<file path="src/rtl/crc_pkg.sv">
package crc_pkg;

  typedef enum logic [1:0] {
    TRK_FAST = 2'd0,
    TRK_SLOW = 2'd1,
    TRK_AUTO = 2'd2,
    TRK_AUTO_ALT = 2'd3
  } trk_mode_e;

  // Three-input majority used for the centre vote
  function automatic logic vote3(input logic a, input logic b, input logic c);
    return (a & b) | (a & c) | (b & c);
  endfunction

  // Next phase position after one sample, with edge correction
  function automatic int unsigned phase_next(input int unsigned ph, input int unsigned osr,
                                             input int unsigned step, input logic edge_hit);
    int unsigned adj;
    int unsigned nxt;
    adj = 0;
    if (!edge_hit || ph == 0) begin
      nxt = ph + 1;
    end else if (ph <= osr / 2) begin
      adj = (step < ph) ? step : ph;
      nxt = ph + 1 - adj;
    end else begin
      adj = (step < osr - ph) ? step : osr - ph;
      nxt = ph + 1 + adj;
    end
    if (nxt >= osr) nxt = nxt - osr;
    return nxt;
  endfunction

  // Edge counts as on time when within tol of the boundary
  function automatic logic in_window(input int unsigned ph, input int unsigned osr,
                                     input int unsigned tol);
    return (ph <= tol) || (ph >= osr - tol);
  endfunction

  // Correction size chosen by mode and lock state
  function automatic int unsigned pick_step(input logic [1:0] mode, input logic lock_now,
                                            input int unsigned fast, input int unsigned slow);
    int unsigned s;
    case (trk_mode_e'(mode))
      TRK_FAST: s = fast;
      TRK_SLOW: s = slow;
      default:  s = lock_now ? slow : fast;
    endcase
    return s;
  endfunction

endpackage

</file>
<file path="src/rtl/crc_edge_front.sv">
module crc_edge_front #(
  parameter int unsigned SPIKE_LEN = 7
) (
  input  logic       clk,
  input  logic       rst_n,
  input  logic       sample_en,
  input  logic       raw_in,
  output logic [1:0] prev_smp,
  output logic       edge_seen,
  output logic       spike_hit
);
  localparam int unsigned RUN_W = $clog2(SPIKE_LEN + 1);
  localparam logic [RUN_W-1:0] RUN_MAX = RUN_W'(SPIKE_LEN);

  logic [RUN_W-1:0] run_q;

  assign edge_seen = sample_en && (raw_in != prev_smp[0]);
  // the run that ends here was shorter than SPIKE_LEN
  assign spike_hit = edge_seen && (run_q < RUN_MAX);

  always_ff @(posedge clk or negedge rst_n) begin
    if (!rst_n) begin
      prev_smp <= '0;
      run_q    <= RUN_MAX;
    end else if (sample_en) begin
      prev_smp <= {prev_smp[0], raw_in};
      if (edge_seen)            run_q <= RUN_W'(1);
      else if (run_q != RUN_MAX) run_q <= run_q + RUN_W'(1);
    end
  end
endmodule

</file>
<file path="src/rtl/crc_phase_track.sv">
module crc_phase_track
  import crc_pkg::*;
#(
  parameter int unsigned OSR    = 29,
  parameter int unsigned CENTER = 14,
  parameter int unsigned PH_W   = 5
) (
  input  logic            clk,
  input  logic            rst_n,
  input  logic            sample_en,
  input  logic            raw_in,
  input  logic [1:0]      prev_smp,
  input  logic            edge_seen,
  input  logic [PH_W-1:0] step,
  output logic [PH_W-1:0] ph_q,
  output logic            center_hit,
  output logic            rx_bit,
  output logic            bit_stb
);
  localparam logic [PH_W-1:0] VOTE_PH = PH_W'(CENTER + 1);

  logic [PH_W-1:0] ph_d;

  assign center_hit = sample_en && (ph_q == VOTE_PH);
  assign ph_d = PH_W'(phase_next(32'(ph_q), OSR, 32'(step), edge_seen));

  always_ff @(posedge clk or negedge rst_n) begin
    if (!rst_n) begin
      ph_q    <= '0;
      rx_bit  <= 1'b0;
      bit_stb <= 1'b0;
    end else begin
      bit_stb <= center_hit;
      if (sample_en) ph_q <= ph_d;
      if (center_hit) rx_bit <= vote3(prev_smp[1], prev_smp[0], raw_in);
    end
  end
endmodule

</file>
<file path="src/rtl/crc_lock_det.sv">
module crc_lock_det
  import crc_pkg::*;
#(
  parameter int unsigned OSR        = 29,
  parameter int unsigned LOCK_TOL   = 2,
  parameter int unsigned LOCK_EDGES = 8,
  parameter int unsigned PH_W       = 5
) (
  input  logic            clk,
  input  logic            rst_n,
  input  logic            edge_seen,
  input  logic [PH_W-1:0] ph_q,
  output logic            edge_good,
  output logic            locked
);
  localparam int unsigned CNT_W = $clog2(LOCK_EDGES + 1);
  localparam logic [CNT_W-1:0] CNT_MAX  = CNT_W'(LOCK_EDGES);
  localparam logic [CNT_W-1:0] CNT_LAST = CNT_W'(LOCK_EDGES - 1);

  logic [CNT_W-1:0] good_q;

  assign edge_good = edge_seen && in_window(32'(ph_q), OSR, LOCK_TOL);

  always_ff @(posedge clk or negedge rst_n) begin
    if (!rst_n) begin
      good_q <= '0;
      locked <= 1'b0;
    end else if (edge_seen) begin
      if (edge_good) begin
        if (good_q != CNT_MAX) good_q <= good_q + CNT_W'(1);
        locked <= locked || (good_q >= CNT_LAST);
      end else begin
        good_q <= '0;
        locked <= 1'b0;
      end
    end
  end
endmodule

</file>
<file path="src/rtl/crc_dq_det.sv">
module crc_dq_det #(
  parameter int unsigned WIN_BITS = 16,
  parameter int unsigned CNT_W    = 5,
  parameter int unsigned TH_W     = 3
) (
  input  logic            clk,
  input  logic            rst_n,
  input  logic            spike_hit,
  input  logic            center_hit,
  input  logic [TH_W-1:0] thresh,
  output logic            win_done,
  output logic            dq_ok
);
  localparam int unsigned WIN_W = (WIN_BITS > 1) ? $clog2(WIN_BITS) : 1;
  localparam logic [WIN_W-1:0] WIN_LAST = WIN_W'(WIN_BITS - 1);
  localparam logic [CNT_W-1:0] SPK_MAX  = '1;

  logic [WIN_W-1:0] win_q;
  logic [CNT_W-1:0] spk_q;
  logic [CNT_W-1:0] spk_sum;

  assign win_done = center_hit && (win_q == WIN_LAST);
  assign spk_sum  = (spike_hit && spk_q != SPK_MAX) ? spk_q + CNT_W'(1) : spk_q;

  always_ff @(posedge clk or negedge rst_n) begin
    if (!rst_n) begin
      win_q <= '0;
      spk_q <= '0;
      dq_ok <= 1'b0;
    end else begin
      if (center_hit) win_q <= win_done ? '0 : win_q + WIN_W'(1);
      if (win_done) begin
        dq_ok <= (spk_sum <= CNT_W'(thresh));
        spk_q <= '0;
      end else begin
        spk_q <= spk_sum;
      end
    end
  end
endmodule

</file>
<file path="src/rtl/crc_clock_recovery.sv">
module crc_clock_recovery
  import crc_pkg::*;
#(
  parameter int unsigned OSR        = 29,
  parameter int unsigned CENTER     = 14,
  parameter int unsigned FAST_STEP  = 3,
  parameter int unsigned SLOW_STEP  = 1,
  parameter int unsigned LOCK_TOL   = 2,
  parameter int unsigned LOCK_EDGES = 8,
  parameter int unsigned SPIKE_LEN  = 7,
  parameter int unsigned WIN_BITS   = 16,
  parameter int unsigned SPK_W      = 5,
  parameter int unsigned TH_W       = 3
) (
  input  logic            clk,
  input  logic            rst_n,
  input  logic            sample_en,
  input  logic            raw_in,
  input  logic [1:0]      cfg_mode,
  input  logic [TH_W-1:0] cfg_dq_thresh,
  output logic            rx_bit,
  output logic            bit_stb,
  output logic            locked,
  output logic            dq_ok
);
  localparam int unsigned PH_W = $clog2(OSR);

  logic [1:0]      prev_smp;
  logic            edge_seen;
  logic            spike_hit;
  logic            edge_good;
  logic            center_hit;
  logic            win_done;
  logic [PH_W-1:0] ph_q;
  logic [PH_W-1:0] step_sel;

  assign step_sel = PH_W'(pick_step(cfg_mode, locked, FAST_STEP, SLOW_STEP));

  crc_edge_front #(.SPIKE_LEN(SPIKE_LEN)) u_front (
    .clk(clk), .rst_n(rst_n), .sample_en(sample_en), .raw_in(raw_in),
    .prev_smp(prev_smp), .edge_seen(edge_seen), .spike_hit(spike_hit)
  );

  crc_phase_track #(.OSR(OSR), .CENTER(CENTER), .PH_W(PH_W)) u_phase (
    .clk(clk), .rst_n(rst_n), .sample_en(sample_en), .raw_in(raw_in),
    .prev_smp(prev_smp), .edge_seen(edge_seen), .step(step_sel),
    .ph_q(ph_q), .center_hit(center_hit), .rx_bit(rx_bit), .bit_stb(bit_stb)
  );

  crc_lock_det #(.OSR(OSR), .LOCK_TOL(LOCK_TOL), .LOCK_EDGES(LOCK_EDGES), .PH_W(PH_W)) u_lock (
    .clk(clk), .rst_n(rst_n), .edge_seen(edge_seen), .ph_q(ph_q),
    .edge_good(edge_good), .locked(locked)
  );

  crc_dq_det #(.WIN_BITS(WIN_BITS), .CNT_W(SPK_W), .TH_W(TH_W)) u_dq (
    .clk(clk), .rst_n(rst_n), .spike_hit(spike_hit), .center_hit(center_hit),
    .thresh(cfg_dq_thresh), .win_done(win_done), .dq_ok(dq_ok)
  );
endmodule

</file>
<file path="config.mk">
export PLATFORM = sky130hd
export DESIGN_NAME = crc_clock_recovery
export DESIGN_NICKNAME = d
export VERILOG_FILES = /design/src/rtl/crc_pkg.sv /design/src/rtl/crc_edge_front.sv /design/src/rtl/crc_phase_track.sv /design/src/rtl/crc_lock_det.sv /design/src/rtl/crc_dq_det.sv /design/src/rtl/crc_clock_recovery.sv
export SDC_FILE = /design/constraint.sdc
export NUM_CORES = 1
export LEC_CHECK = 0
export BUFFER_PORTS_ARGS = -buffer_cell sky130_fd_sc_hd__buf_4
export CAP_MARGIN = 15
export CORE_MARGIN = 10
export CORE_UTILIZATION = 45
export DETAILED_ROUTE_END_ITERATION = 10
export PLACE_DENSITY_LB_ADDON = 0.25
export SLEW_MARGIN = 40
export SYNTH_ARGS = -nofsm -noshare
export SYNTH_HDL_FRONTEND = slang
export SYNTH_SLANG_ARGS = --single-unit
</file>
<file path="constraint.sdc">
create_clock -name clk -period 11.64 [get_ports clk]
set_input_delay 2.328 -clock clk [delete_from_list [all_inputs] [get_ports clk]]
set_output_delay 2.328 -clock clk [all_outputs]
set_load 0.01 [all_outputs]
</file>
==> results.md <==
* Commonest non-fill, non-tap cell in the layout: nand2_1
* Reg2reg start: u_phase.ph_q[1]$_DFFE_PN0P_
* RSZ-0062 raised after global routing: no
* VDD IR max at 0.129 mV
* GRT overflow at 0
* Final RePlAce weighted congestion at 0.863
* Final WL at 5.71 mm
* Share of the synthesized area in the top cell type at 23.1%
* Pwr Total at 772 uW
* Clock insertion delay at the later pin of the skew report at 0.27 ns
* Post-Syn Instances at 308
* Logic gate share of total power at 69.4%
* Netlist Area Pre-Place at 0.00260 mm2
* Pleak at 1.25 nW
* Total global routing track utilization at 12.5%
* CTS Buffer Depth at 2
* Initial antenna violation count at 0
* CP Max Fanout at 6
* Die width at 96.1 um
* Hold path startpoint: u_dq.win_q[2]$_DFFE_PN0P_
* CTS Hold Bufs at 0
* DRC viols at 0
* Core Rows at 27
* Clock Tree Root: clkbuf_8
* Number of setup violations in the final report at 0
* R2r endpoint: u_phase.ph_q[4]$_DFFE_PN0P_
* Starting Density at 46.7%
* First-pass GRT wire length at 9.72 mm
* Fin Hold WS at 0.477 ns
* N_diodes at 0
* Post-DP HPWL at 4.43 mm
* Post-synth ARST share at 100%
* CTS resizes at 0
* Minimum clock period at 6.28 ns
* Yosys warns at 0
* Seq pwr share at 23.6%
* Cell-internal power at 385 uW
* Core area at 0.00557 mm2
* WHS Endpoint: u_dq.win_q[2]$_DFFE_PN0P_
* Clock network fraction of design power at 7.0%
* Die Span Y at 96.1 um
* Post-synth top area cell: dfrtp_1
* Top post-synthesis cells by area: dfrtp_1 23%, ha_1 16%, nand2_1 5.8%
* DR vias at 2278
* Fin nets at 366
* Port-buffer cells at 12
* Cell Pwr Density at 275 mW/mm2
* Largest net degree at the start of global routing at 28
* R2R Setup Slk at 6.94 ns
* Hold depth at 1
* Yosys cell types at 65
* Die ar. at 0.00923 mm2
* Number of H-tree levels at 1
* Type of the worst setup path: in2reg
* Clk slew on worst S/H paths at 0.10 ns
* CTS buffer count at 3
* Max Cap Violations at 0
* CP Launch Type: input port
* Period utilization at 54.0%
* Layout Utilization at 50.4%
* Routed Antenna Nets at 0
* Worst path arrival time at 6.42 ns
* P&R area growth vs syn at 7.88%
* DRT iter0 DRCs at 138
* Highest-count cells in the layout ignoring fill and taps: 40 x nand2_1, 33 x ha_1, 25 x nor2_1
* Final Skew at 0.00565 ns
* Synthesized flop and latch total at 27
* Vias per inst at 5.78
* Status: completed
* Ys flop type: dfrtp_1
* # clock sinks at 27
* Max transition margin at 65.0%
* Vias in the first global route at 2107
* # Post-CTS Setup Buffers at 0
* Avg WL per Cell at 14.5 um
* Io pins at 13
* Number of synthesized flops with an enable pin at 0
* Worst-margin pin slew at 0.524 ns
* Worst r2r path cells at 16
* Mean instance size in the synthesized netlist at 8.45 um2
* Register area share after synthesis at 26.1%
* Worst setup EP type: flop
* Layout cells sized above 1 at 10.6%
* Final Hold Fails at 0
* Net switching power at 387 uW
* Worst EP required at 11.78 ns
* Setup tns final at 0 ns
* Drt pass-1 iters at 5
* Switching share of total power at 50.1%
* Fin. max-slew vios at 0
* Max Fclk at 159 MHz
* CTS tree: built
* HP Class: reg2reg
-- metrics by stage --
step / cells / setup slack (ns) / cell area [um2]
floorplan: 313 / 5.57 / 2620
global placement: 390 / 5.14 / 2760
detailed placement: 390 / 5.05 / 2760
CTS: 394 / 5.34 / 2810
global route: 394 / 5.16 / 2810
finish: 394 / 5.36 / 2810
-- layer usage --
metal	up-vias	part of all wire, %	wire [um]	global-route usage (%)
li1	1147	-	-	-
met1	1071	50	2830	17.4
met2	54	46	2600	20.4
met3	6	4.5	255	2.10
met4	0	0.32	18	1.47
met5	-	0	0	0
-- worst max-delay path by stage --
stage,from,cells after the start,slack (ns),end
2_1_floorplan,cfg_mode[1],16,5.57,u_phase.ph_q[4]$_DFFE_PN0P_
3_3_place_gp,cfg_mode[1],17,5.14,u_phase.ph_q[4]$_DFFE_PN0P_
3_5_place_dp,cfg_mode[1],17,5.05,u_phase.ph_q[4]$_DFFE_PN0P_
4_1_cts,cfg_mode[1],17,5.34,u_phase.ph_q[4]$_DFFE_PN0P_
5_1_grt,cfg_mode[1],17,5.16,u_phase.ph_q[4]$_DFFE_PN0P_
6_report,cfg_mode[1],17,5.36,u_phase.ph_q[4]$_DFFE_PN0P_
-- critical path, cell delays in order --
cell and delay (ns):
buf_4 0.08, mux2_2 0.36, or4_1 0.47, a21oi_1 0.35, ha_1 0.31, nand2_1 0.06, o31ai_1 0.12, inv_1 0.09
ha_1 0.22, nor2b_1 0.13, o21a_1 0.21, a211o_1 0.30, a2111oi_0 0.43, o2111ai_1 0.25, o32ai_4 0.37, mux2i_1 0.23
o311ai_1 0.11
-- cell families after synthesis --
| kind of cell | after synthesis | share of synthesized area [%] |
|---|---|---|
| and+or+nand+nor | 113 | 20.9 |
| AOI/OAI and AO/OA | 81 | 23.1 |
| adders and majority gates | 34 | 16.6 |
| buffers and inverters | 30 | 4.95 |
| DFF | 27 | 26.1 |
| xor gates and xnor gates | 12 | 4.04 |
| muxes | 10 | 4.13 |
| other | 1 | 0.144 |
-- power groups by stage --
| stage | clock (mW) | sequential, mW | combinational [mW] |
|---|---|---|---|
| 2_1_floorplan | 0 | 0.160 | 0.445 |
| 3_3_place_gp | 0 | 0.181 | 0.520 |
| 4_1_cts | 0.0561 | 0.181 | 0.532 |
| 3_5_place_dp | 0 | 0.183 | 0.529 |
| 6_report | 0.0542 | 0.182 | 0.535 |
| 5_1_grt | 0.0605 | 0.189 | 0.604 |
-- area by class of cell --
cell class / count / area (um2)
tap: 72 / 90.1
fill: 529 / 2770
multi-input combinational: 256 / 1810
clock buffer: 3 / 41.3
sequential: 27 / 679
timing repair buffer: 12 / 90.1
inverter: 23 / 86.3
clock inverter: 1 / 7.51
-- state kept, by name, indices dropped and copies added, names as in the netlist, 2 cells and up --
signal and count:
u_dq.spk_q 5, u_front.run_q 3, u_front.prev_smp 2, u_dq.win_q 4, u_lock.good_q 4, u_phase.ph_q 5
-- cell usage after synthesis, drive strengths merged (3+ instances only) --
| cell | n |
|---|---|
| nand2b | 3 |
| a21o | 4 |
| nor3 | 14 |
| o21a | 6 |
| xnor2 | 8 |
| dfstp | 3 |
| ha | 33 |
| nand4 | 3 |
| a21oi | 17 |
| xor2 | 4 |
| and3 | 7 |
| o31ai | 3 |
| nor2 | 25 |
| dfrtp | 24 |
| a31oi | 6 |
| nand2 | 40 |
| nand3 | 10 |
| clkbuf | 4 |
| mux2i | 4 |
| mux2 | 6 |
| o21ai | 16 |
| inv | 21 |
No activity file was read; power rests on OpenSTA's default activity.
